### src/rtl/pin_irq_pkg.sv
package pin_irq_pkg;

  localparam int BUS_W  = 32;
  localparam int ADDR_W = 8;

  typedef enum logic [3:0] {
    SEL_NONE,
    SEL_DIR,
    SEL_LVL,
    SEL_HI,
    SEL_LO,
    SEL_IEN,
    SEL_KIND,
    SEL_POL,
    SEL_PEND,
    SEL_MSK
  } reg_sel_e;

  // Word offsets (byte address bits 7:2)
  localparam logic [5:0] W_DIR  = 6'h00;
  localparam logic [5:0] W_LVL  = 6'h01;
  localparam logic [5:0] W_HI   = 6'h03;
  localparam logic [5:0] W_LO   = 6'h04;
  localparam logic [5:0] W_IEN  = 6'h05;
  localparam logic [5:0] W_KIND = 6'h06;
  localparam logic [5:0] W_POL  = 6'h07;
  localparam logic [5:0] W_PEND = 6'h08;
  localparam logic [5:0] W_MSK  = 6'h09;

  function automatic reg_sel_e decode_addr(input logic [ADDR_W-1:0] a);
    unique case (a[ADDR_W-1:2])
      W_DIR:   return SEL_DIR;
      W_LVL:   return SEL_LVL;
      W_HI:    return SEL_HI;
      W_LO:    return SEL_LO;
      W_IEN:   return SEL_IEN;
      W_KIND:  return SEL_KIND;
      W_POL:   return SEL_POL;
      W_PEND:  return SEL_PEND;
      W_MSK:   return SEL_MSK;
      default: return SEL_NONE;
    endcase
  endfunction

endpackage

### src/rtl/pin_sync.sv
module pin_sync #(
  parameter int W      = 16,
  parameter int STAGES = 2
) (
  input  logic         clk,
  input  logic         rst,
  input  logic [W-1:0] d,
  output logic [W-1:0] q
);

  logic [STAGES-1:0][W-1:0] chain;

  always_ff @(posedge clk) begin
    if (rst) begin
      chain <= '0;
    end else begin
      chain[0] <= d;
      for (int s = 1; s < STAGES; s++) chain[s] <= chain[s-1];
    end
  end

  assign q = chain[STAGES-1];

endmodule

### src/rtl/pin_irq_detect.sv
module pin_irq_detect #(
  parameter int W = 16
) (
  input  logic         clk,
  input  logic         rst,
  input  logic [W-1:0] cur,
  input  logic [W-1:0] lvl_mode,
  input  logic [W-1:0] pol,
  input  logic [W-1:0] clr,
  output logic [W-1:0] pend
);

  logic [W-1:0] prev_q;
  logic [W-1:0] pend_q;

  always_ff @(posedge clk) begin
    if (rst) prev_q <= '0;
    else     prev_q <= cur;
  end

  for (genvar i = 0; i < W; i++) begin : g_pin
    logic rise, fall, edge_hit, lvl_hit;
    assign rise     = cur[i] & ~prev_q[i];
    assign fall     = ~cur[i] & prev_q[i];
    assign edge_hit = pol[i] ? rise : fall;
    assign lvl_hit  = ~(cur[i] ^ pol[i]);

    always_ff @(posedge clk) begin
      if (rst)              pend_q[i] <= 1'b0;
      else if (lvl_mode[i]) pend_q[i] <= lvl_hit;
      else                  pend_q[i] <= (pend_q[i] & ~clr[i]) | edge_hit;
    end


    edge_hold_chk: assert property (@(posedge clk) disable iff (rst)
      (pend_q[i] && !lvl_mode[i] && !clr[i]) |=> (pend_q[i] || lvl_mode[i]));


    level_follow_chk: assert property (@(posedge clk) disable iff (rst)
      lvl_mode[i] |=> (pend_q[i] == ($past(cur[i]) == $past(pol[i]))));
  end

  assign pend = pend_q;

endmodule

### src/rtl/pin_irq_regs.sv
module pin_irq_regs
  import pin_irq_pkg::*;
#(
  parameter int W             = 16,
  parameter bit OE_ACTIVE_LOW = 1'b0
) (
  input  logic              clk,
  input  logic              rst,
  input  logic [ADDR_W-1:0] bus_addr,
  input  logic              bus_wr,
  input  logic [BUS_W-1:0]  bus_wdata,
  input  logic [W-1:0]      sync_in,
  input  logic [W-1:0]      pend,
  output logic [W-1:0]      oe_q,
  output logic [W-1:0]      dout_q,
  output logic [W-1:0]      ien_q,
  output logic [W-1:0]      kind_q,
  output logic [W-1:0]      pol_q,
  output logic [W-1:0]      msk_q,
  output logic [W-1:0]      clr,
  output logic [BUS_W-1:0]  rdata
);

  localparam int PAD_W = BUS_W - W;

  reg_sel_e     sel;
  logic [W-1:0] wv;
  logic [W-1:0] dir_view;
  logic [W-1:0] oe_from_write;
  logic [W-1:0] rd_mux;
  logic [BUS_W-1:0] rdata_q;

  assign sel = decode_addr(bus_addr);
  assign wv  = bus_wdata[W-1:0];

  if (OE_ACTIVE_LOW) begin : g_oe_inv
    assign dir_view      = ~oe_q;
    assign oe_from_write = ~wv;
  end else begin : g_oe_norm
    assign dir_view      = oe_q;
    assign oe_from_write = wv;
  end

  always_ff @(posedge clk) begin
    if (rst) begin
      oe_q   <= '0;
      dout_q <= '0;
      ien_q  <= '0;
      kind_q <= '0;
      pol_q  <= '0;
      msk_q  <= '0;
    end else if (bus_wr) begin
      unique case (sel)
        SEL_DIR:  oe_q   <= oe_from_write;
        SEL_HI:   dout_q <= dout_q | wv;
        SEL_LO:   dout_q <= dout_q & ~wv;
        SEL_IEN:  ien_q  <= wv;
        SEL_KIND: kind_q <= wv;
        SEL_POL:  pol_q  <= wv;
        SEL_MSK:  msk_q  <= wv;
        default:  ;
      endcase
    end
  end

  assign clr = (bus_wr && sel == SEL_PEND) ? wv : '0;

  always_comb begin
    unique case (sel)
      SEL_DIR:       rd_mux = dir_view;
      SEL_LVL:       rd_mux = sync_in;
      SEL_HI, SEL_LO: rd_mux = dout_q;
      SEL_IEN:       rd_mux = ien_q;
      SEL_KIND:      rd_mux = kind_q;
      SEL_POL:       rd_mux = pol_q;
      SEL_PEND:      rd_mux = pend;
      SEL_MSK:       rd_mux = msk_q;
      default:       rd_mux = '0;
    endcase
  end

  always_ff @(posedge clk) begin
    if (rst) rdata_q <= '0;
    else     rdata_q <= {{PAD_W{1'b0}}, rd_mux};
  end

  assign rdata = rdata_q;


  set_write_chk: assert property (@(posedge clk) disable iff (rst)
    (bus_wr && sel == SEL_HI) |=> ((dout_q & $past(wv)) == $past(wv)));


  clear_write_chk: assert property (@(posedge clk) disable iff (rst)
    (bus_wr && sel == SEL_LO) |=> ((dout_q & $past(wv)) == '0));


  upper_zero_chk: assert property (@(posedge clk) disable iff (rst)
    1'b1 |=> (rdata[BUS_W-1:W] == '0));

endmodule

### src/rtl/pin_irq_ctrl.sv
module pin_irq_ctrl
  import pin_irq_pkg::*;
#(
  parameter int NUM_PINS      = 16,
  parameter bit OE_ACTIVE_LOW = 1'b0,
  parameter int SYNC_STAGES   = 2
) (
  input  logic                clk,
  input  logic                rst,
  input  logic [7:0]          bus_addr,
  input  logic                bus_wr,
  input  logic [31:0]         bus_wdata,
  output logic [31:0]         bus_rdata,
  input  logic [NUM_PINS-1:0] pin_in,
  output logic [NUM_PINS-1:0] pin_out,
  output logic [NUM_PINS-1:0] pin_oe,
  output logic                irq
);

  logic [NUM_PINS-1:0] sync_in;
  logic [NUM_PINS-1:0] pend;
  logic [NUM_PINS-1:0] ien, kind, pol, msk, clr;
  logic                irq_q;

  pin_sync #(.W(NUM_PINS), .STAGES(SYNC_STAGES)) u_sync (
    .clk (clk),
    .rst (rst),
    .d   (pin_in),
    .q   (sync_in)
  );

  pin_irq_regs #(.W(NUM_PINS), .OE_ACTIVE_LOW(OE_ACTIVE_LOW)) u_regs (
    .clk       (clk),
    .rst       (rst),
    .bus_addr  (bus_addr),
    .bus_wr    (bus_wr),
    .bus_wdata (bus_wdata),
    .sync_in   (sync_in),
    .pend      (pend),
    .oe_q      (pin_oe),
    .dout_q    (pin_out),
    .ien_q     (ien),
    .kind_q    (kind),
    .pol_q     (pol),
    .msk_q     (msk),
    .clr       (clr),
    .rdata     (bus_rdata)
  );

  pin_irq_detect #(.W(NUM_PINS)) u_det (
    .clk      (clk),
    .rst      (rst),
    .cur      (sync_in),
    .lvl_mode (kind),
    .pol      (pol),
    .clr      (clr),
    .pend     (pend)
  );

  always_ff @(posedge clk) begin
    if (rst) irq_q <= 1'b0;
    else     irq_q <= |(pend & ien & msk);
  end

  assign irq = irq_q;


  masked_quiet_chk: assert property (@(posedge clk) disable iff (rst)
    (msk == '0 || ien == '0) |=> !irq);


  armed_raise_chk: assert property (@(posedge clk) disable iff (rst)
    ((pend & ien & msk) != '0) |=> irq);

endmodule

### config.mk
export PLATFORM = sky130hd
export DESIGN_NAME = pin_irq_ctrl
export DESIGN_NICKNAME = d
export VERILOG_FILES = /design/src/rtl/pin_irq_pkg.sv /design/src/rtl/pin_sync.sv /design/src/rtl/pin_irq_detect.sv /design/src/rtl/pin_irq_regs.sv /design/src/rtl/pin_irq_ctrl.sv
export SDC_FILE = /design/constraint.sdc
export NUM_CORES = 1
export LEC_CHECK = 0
export CAP_MARGIN = 15
export CORE_ASPECT_RATIO = 0.7
export CORE_MARGIN = 2
export CORE_UTILIZATION = 50
export CTS_BUF_LIST = sky130_fd_sc_hd__clkbuf_8
export DETAILED_ROUTE_END_ITERATION = 10
export GPL_ROUTABILITY_DRIVEN = 0
export PLACE_DENSITY_LB_ADDON = 0.2
export REMOVE_ABC_BUFFERS = 1
export SKIP_CTS_REPAIR_TIMING = 1
export SLEW_MARGIN = 10
export SYNTH_ARGS = -nofsm -noshare
export SYNTH_HDL_FRONTEND = slang
export SYNTH_SLANG_ARGS = --single-unit
### constraint.sdc
create_clock -name clk -period 8.63 [get_ports clk]
set_clock_uncertainty 0.2 [all_clocks]
set_input_delay 2.1575 -clock clk [delete_from_list [all_inputs] [get_ports clk]]
set_output_delay 2.1575 -clock clk [all_outputs]
set_load 0.05 [all_outputs]
==> flow_summary.ini, run 1 <==
[worst_setup_path]
worstSetupPathType = primary input to register
path_common_cell = buf_4
rrSetupSlack_ns = 6.98
required_ns = 8.73
path_cells = clkdlybuf4s50_1 > inv_1 > ha_1 > mux2_2 > a32o_1 > buf_4 > and3_1 > buf_4 > mux2i_1 > nor2_1
crit_path_end_kind = register
slowest_delay_ns = 0.76
cp_slowest_cell = clkdlybuf4s50_1
cp-start-kind = primary input
cp.arrival_ns = 5.93
worstPathMaxFanout = 13

[pwr]
pwr-share-seq_pct = 55.8
irDropWorstVdd_uv = 112
p_int_uw = 1130
leakagePower_uw = 0.00293
pwr-share-clk_pct = 36.4
power_frac_comb_pct = 7.8
p_sw_uw = 376
powerDensity_mw_per_mm2 = 174
power.share.switching_pct = 25.0

[sta]
worstMarginPinSlew_ns = 1.14
finalHoldViolations = 0
rsz0062_at_grt = no
fmax_ghz = 0.171
final.min_clock_period_ns = 5.83
relSlewSlack_pct = 24.1
setup_slack_ns = 2.80
setup-violations-final = 0
post-route-period-util_pct = 67.6
report.final.slew_viol_count = 0
tns_ns = 0

[placed_design]
dp.cells = 1038
place_area_sq_mm = 0.00829
io_buffers = 89
pre_cts_slack_ns = 2.35
dp_hpwl_microns = 12300

[synthesis]
netlist_top_cells_area = dfxtp_1, mux2i_1, nand2_1
yosysUniqueCellTypes = 46
synth-xor-area-share_pct = 3.72
synth_top_area_share_pct = 47.0
postSynthCellCount = 820
synth-simple-area-share_pct = 16.6
synth_top_family_by_area = simple AND/OR/NAND/NOR gates
synth_common_cells = dfxtp_1, nand2_1, a21oi_1
ys_seq_area_share_pct = 47.0
ys_warn_count = 0
synth-adder-area-share_pct = 0.166
yosys_most_used_dff = dfxtp_1
netlist_area_sq_mm = 0.00754
synth.most_common_cell = dfxtp_1
synth_mux_area_share_pct = 8.91
avgSynthCellArea_sq_um = 9.20
ys_ff_latch = 177
async_reset_ff_share_pct = 0
yosysTopAreaCell = dfxtp_1
synth-edff-count = 0
synth_compound_area_share_pct = 15.7

[clocking]
clkSinkCount = 177
cts_made_buffers = 17
cts_tree = yes
cts_buffer_depth = 2
insertion_delay_ns = 0.46
cts_htree_levels = 4
root_buffer = clkbuf_8
clk_pin_slew_worst_paths_ns = 0.08

[die]
fp.dieW_microns = 151
dieArea_sq_mm = 0.0161
io-pin-count = 124
core_area_sq_mm = 0.0147
fp.dieH_microns = 107
rows = 37
initial_core_util_pct = 51.2

[finish]
regArea_sq_mm = 0.00354
multi_input_area_sq_mm = 0.00346
drive_above_1_share_pct = 7.55
syn2layout_area_growth_pct = 14.9
antennaDiodeCount = 0
nFillCells = 1275
finalNonFillerCells = 1069
finish.net_count = 922
fin_area_sq_mm = 0.00866

[global_routing]
grt_pass1_vias = 5910
grt-ovfl-total = 0
grt_pass1_wl_microns = 31000
track_usage_pct = 25.1
grt_start_max_net_pins = 103
antenna_found_initial = 0

[route]
detail_route.first_pass.iterations = 5
dr_wl_met2_microns = 8880
dr_wl_met3_microns = 1250
wl_per_cell_microns = 18.3
wirelength_microns = 19500
drtIter0Drc = 579
vias_per_cell = 5.65
vias = 6037
postRouteAntennaNets = 0
drcViolationCount = 0
wl_met1_microns = 8820
highest_layer = met4

[worst_hold_path]
holdCritPathClass = register to register

[job]
drv_cap = 0

[status]
outcome = complete, no violations
cell usage in the layout (no fill, tap or decap), types with 2 or more instances in the layout:
| cell | count |
|---|---|
| mux2_2 | 17 |
| clkinv_2 | 4 |
| nor2b_1 | 44 |
| clkdlybuf4s50_1 | 88 |
| o32a_1 | 5 |
| dfxtp_1 | 177 |
| and2_1 | 4 |
| a211o_1 | 16 |
| clkinv_4 | 2 |
| conb_1 | 16 |
| a221oi_1 | 16 |
| nor3b_1 | 2 |
| a22o_1 | 10 |
| and3_1 | 7 |
| xor2_1 | 16 |
| a31oi_1 | 5 |
| clkbuf_8 | 18 |
| inv_1 | 26 |
| nand2b_1 | 2 |
| a211oi_2 | 6 |
| nor2_1 | 62 |
| buf_4 | 10 |
| a21oi_1 | 64 |
| xnor2_1 | 16 |
| bufinv_16 | 2 |
| nand2_1 | 86 |
| mux2i_1 | 48 |
| a211oi_1 | 10 |
| clkinvlp_4 | 2 |
| nand3_1 | 45 |
| a41oi_1 | 16 |
| o21ai_0 | 17 |
cell families after synthesis:
kind of cell	after synthesis
AO/OA/AOI/OAI	168
multiplexers	65
other	1
adder cells (fa/ha/maj)	1
buffers and inverters	113
flip-flops	177
XOR/XNOR	32
AND/OR/NAND/NOR	263
critical path: cells and delay by family:
family | cells | cell delay (ns)
buffers and inverters | 4 | 1.61
and+or+nand+nor | 2 | 0.63
adders and majority gates | 1 | 0.58
muxes | 2 | 0.49
AOI/OAI and AO/OA | 1 | 0.46
power by group through the flow:
| stage | Clock, uW | Combinational [uW] | Sequential (uW) |
|---|---|---|---|
| CTS | 559 | 117 | 840 |
| global route | 595 | 126 | 842 |
| finish | 549 | 117 | 841 |
| detailed placement | 0 | 116 | 860 |
| floorplan | 0 | 49.9 | 863 |
| global placement | 0 | 113 | 859 |
worst paths after layout:
| path | start | to | cells past startpoint |
|---|---|---|---|
| worst max register to register | u_det.pend[9] | irq | 5 |
| worst max-delay path | bus_addr[3] | u_regs.pol_q[4] | 10 |
| worst min-delay path | u_sync.chain[9] | u_sync.q[9] | 1 |
| worst min register to register | u_sync.chain[9] | u_sync.q[9] | 1 |
flip-flops by register name (all words and copies together), names as in the netlist, named ones only:
name	flops
u_regs.msk_q	16
u_det.prev_q	16
u_regs.ien_q	16
u_det.pend	16
u_regs.pol_q	16
u_regs.kind_q	16
u_regs.oe_q	16
irq	1
u_sync.q	16
u_regs.rdata	16
u_sync.chain	16
final cells by class:
class / instances / area share, %
well taps: 195 / 2.82
repair buffers: 98 / 11.0
flip-flops and latches: 177 / 40.9
multi-input cells: 545 / 40.0
clock inverters: 13 / 1.43
inverters: 23 / 0.997
clock buffers: 18 / 2.86
metal layers:
metal  vias up  global-route usage (%)
met2       218                    39.3
met5         -                       0
met4         0                    11.7
li1       2869                       -
met3        51                    4.51
met1      2899                    33.8
per-stage QoR:
step / util, % / total power [uW] / hold slack (ns)
final: 58.8 / 1510 / 0.240
after detailed placement: 56.3 / 976 / 0.226
after global routing: 58.8 / 1560 / 0.260
after floorplan: - / 913 / 0.214
after global placement: 56.3 / 972 / 0.222
after CTS: 58.8 / 1520 / 0.246
No activity file was read; power rests on OpenSTA's default activity.
==> run 2: changes to the inputs <==
==> constraint.sdc (replaced) <==
create_clock -name clk -period 6.05 [get_ports clk]
set_clock_uncertainty 0.2 [all_clocks]
set_input_delay 1.5125 -clock clk [delete_from_list [all_inputs] [get_ports clk]]
set_output_delay 1.5125 -clock clk [all_outputs]
set_load 0.05 [all_outputs]
==> run 2 against run 1 <==
Effect of this change:
- hold slack better by 0.0026 ns
- critical path type unchanged
- worst setup slack worse by 1.1 ns
- non-clock buffer count is 15 higher
- register-to-register slack worse by 2.6 ns
==> flow_summary.ini, run 2 (same netlist as run 1, synthesis figures left out) <==
[status]
outcome = complete, no violations

[placed_design]
pre_cts_slack_ns = 1.26
dp_hpwl_microns = 12900
io_buffers = 89

[global_routing]
grt-ovfl-total = 0
grt_pass1_wl_microns = 30500
track_usage_pct = 24.5
grt_start_max_net_pins = 84
grt_pass1_vias = 5873
antenna_found_initial = 0

[pwr]
pwr-share-seq_pct = 56.4
irDropWorstVdd_uv = 121
powerDensity_mw_per_mm2 = 243
p_int_uw = 1560
p_sw_uw = 567
leakagePower_uw = 0.00299
pwr-share-clk_pct = 35.6
power_frac_comb_pct = 8.1
power.share.switching_pct = 26.7

[worst_setup_path]
cp_slowest_cell = clkdlybuf4s50_1
cp-start-kind = primary input
slowest_delay_ns = 0.46
cp.arrival_ns = 4.48
r2r-start = u_det.pend[6]
path_depth = 10
setup.worst_path.end = u_regs.kind_q[10]
cpLargestDelayFamily = buffers and inverters
path_cells = clkdlybuf4s50_1 > buf_4 > inv_1 > ha_1 > mux2_2 > a32o_1 > nor3b_2 > buf_4 > mux2i_1 > nor2_1
crit_start = bus_addr[3]
crit_path_end_kind = register
worstPathMaxFanout = 14
reg2regPathDepth = 5
required_ns = 6.16
path_common_cell = buf_4
r2r-end = irq
cp_num_buf_inv = 4
rrSetupSlack_ns = 4.41
worstSetupPathType = primary input to register

[sta]
rsz0062_at_grt = no
worstMarginPinSlew_ns = 0.921
post-route-period-util_pct = 72.2
relSlewSlack_pct = 38.6
setup_slack_ns = 1.68
setup-violations-final = 0
fmax_ghz = 0.229
report.final.slew_viol_count = 0
finalHoldViolations = 0
final.min_clock_period_ns = 4.37
tns_ns = 0

[route]
vias = 6085
drtIter0Drc = 458
drcViolationCount = 0
vias_per_cell = 5.61
wl_per_cell_microns = 18.0
detail_route.first_pass.iterations = 6
postRouteAntennaNets = 0
wirelength_microns = 19500

[die]
io-pin-count = 124
fp.dieW_microns = 151
rows = 37
dieArea_sq_mm = 0.0161
core_area_sq_mm = 0.0147
initial_core_util_pct = 51.2
fp.dieH_microns = 107

[clocking]
insertion_delay_ns = 0.45
cts_made_buffers = 17
cts_buffer_depth = 2
cts_htree_levels = 4
cts_tree = yes
clkSinkCount = 177
root_buffer = clkbuf_8
clk_pin_slew_worst_paths_ns = 0.09

[finish]
finish.net_count = 937
syn2layout_area_growth_pct = 16.2
layout.cells.most_common = dfxtp_1
final_cell_mix = dfxtp_1, clkdlybuf4s50_1, nand2_1
nFillCells = 1253
regArea_sq_mm = 0.00354
antennaDiodeCount = 0
drive_above_1_share_pct = 9.45
multi_input_area_sq_mm = 0.00346

[worst_hold_path]
min_path_cells = 1
holdCritPathClass = register to register

[job]
drv_cap = 0
[run 2: cell count changes in the layout (fill, tap and decap cells not counted), sizes merged]
cell	before	now
clkbuf	18	19
buf	10	25
bufinv	2	0
inv	26	29
clkinv	6	3
clkinvlp	2	3
[run 2: how the worst min path moves through the flow]
| stage | from | to |
|---|---|---|
| after floorplan | u_sync.chain[0] | u_sync.q[0] |
| after global placement | u_sync.chain[7] | u_sync.q[7] |
| after detailed placement | u_sync.chain[5] | u_sync.q[5] |
| after CTS | u_sync.chain[5] | u_sync.q[5] |
| after global routing | u_sync.chain[5] | u_sync.q[5] |
| final | u_sync.chain[15] | u_sync.q[15] |
[run 2: metrics by stage]
step	cell area [sq um]	total power [uW]	hold slack, ns	utilization [%]	std cells
6_report	8770	2130	0.243	59.5	1084
5_1_grt	8770	2200	0.264	59.5	1084
4_1_cts	8770	2140	0.244	59.5	1084
3_5_place_dp	8400	1400	0.223	57.1	1053
3_3_place_gp	8400	1390	0.220	57.1	1053
2_1_floorplan	7090	1300	0.214	-	745
[run 2: layout make-up]
| class | count | share of cell area [%] |
|---|---|---|
| flip-flops and latches | 177 | 40.4 |
| multi-input cells | 545 | 39.5 |
| repair buffers | 113 | 12.2 |
| well taps | 195 | 2.78 |
| clock inverters | 12 | 1.14 |
| clock buffers | 19 | 2.98 |
| inverters | 23 | 0.985 |
[run 2: power groups by stage]
stage,sequential [uW],combinational (uW),clock (uW)
6_report,1200,172,757
5_1_grt,1200,183,813
4_1_cts,1200,170,771
3_5_place_dp,1230,170,0
3_3_place_gp,1230,166,0
2_1_floorplan,1230,71.1,0
[run 2: metal layers]
metal | vias to the layer above | share of wire (%) | wire, microns | GRT usage [%]
li1 | 2903 | - | - | -
met1 | 2909 | 45 | 8740 | 33.0
met2 | 238 | 46 | 8930 | 38.8
met3 | 35 | 7.7 | 1500 | 4.94
met4 | 0 | 1.9 | 362 | 9.28
met5 | - | 0 | 0 | 0
[run 2: worst reg2reg max path, delay by kind of cell (launching register included)]
kind / cells / cell delay [ns]
AND/OR/NAND/NOR: 4 / 0.77
AO/OA/AOI/OAI: 1 / 0.17
flip-flops: 1 / 0.34
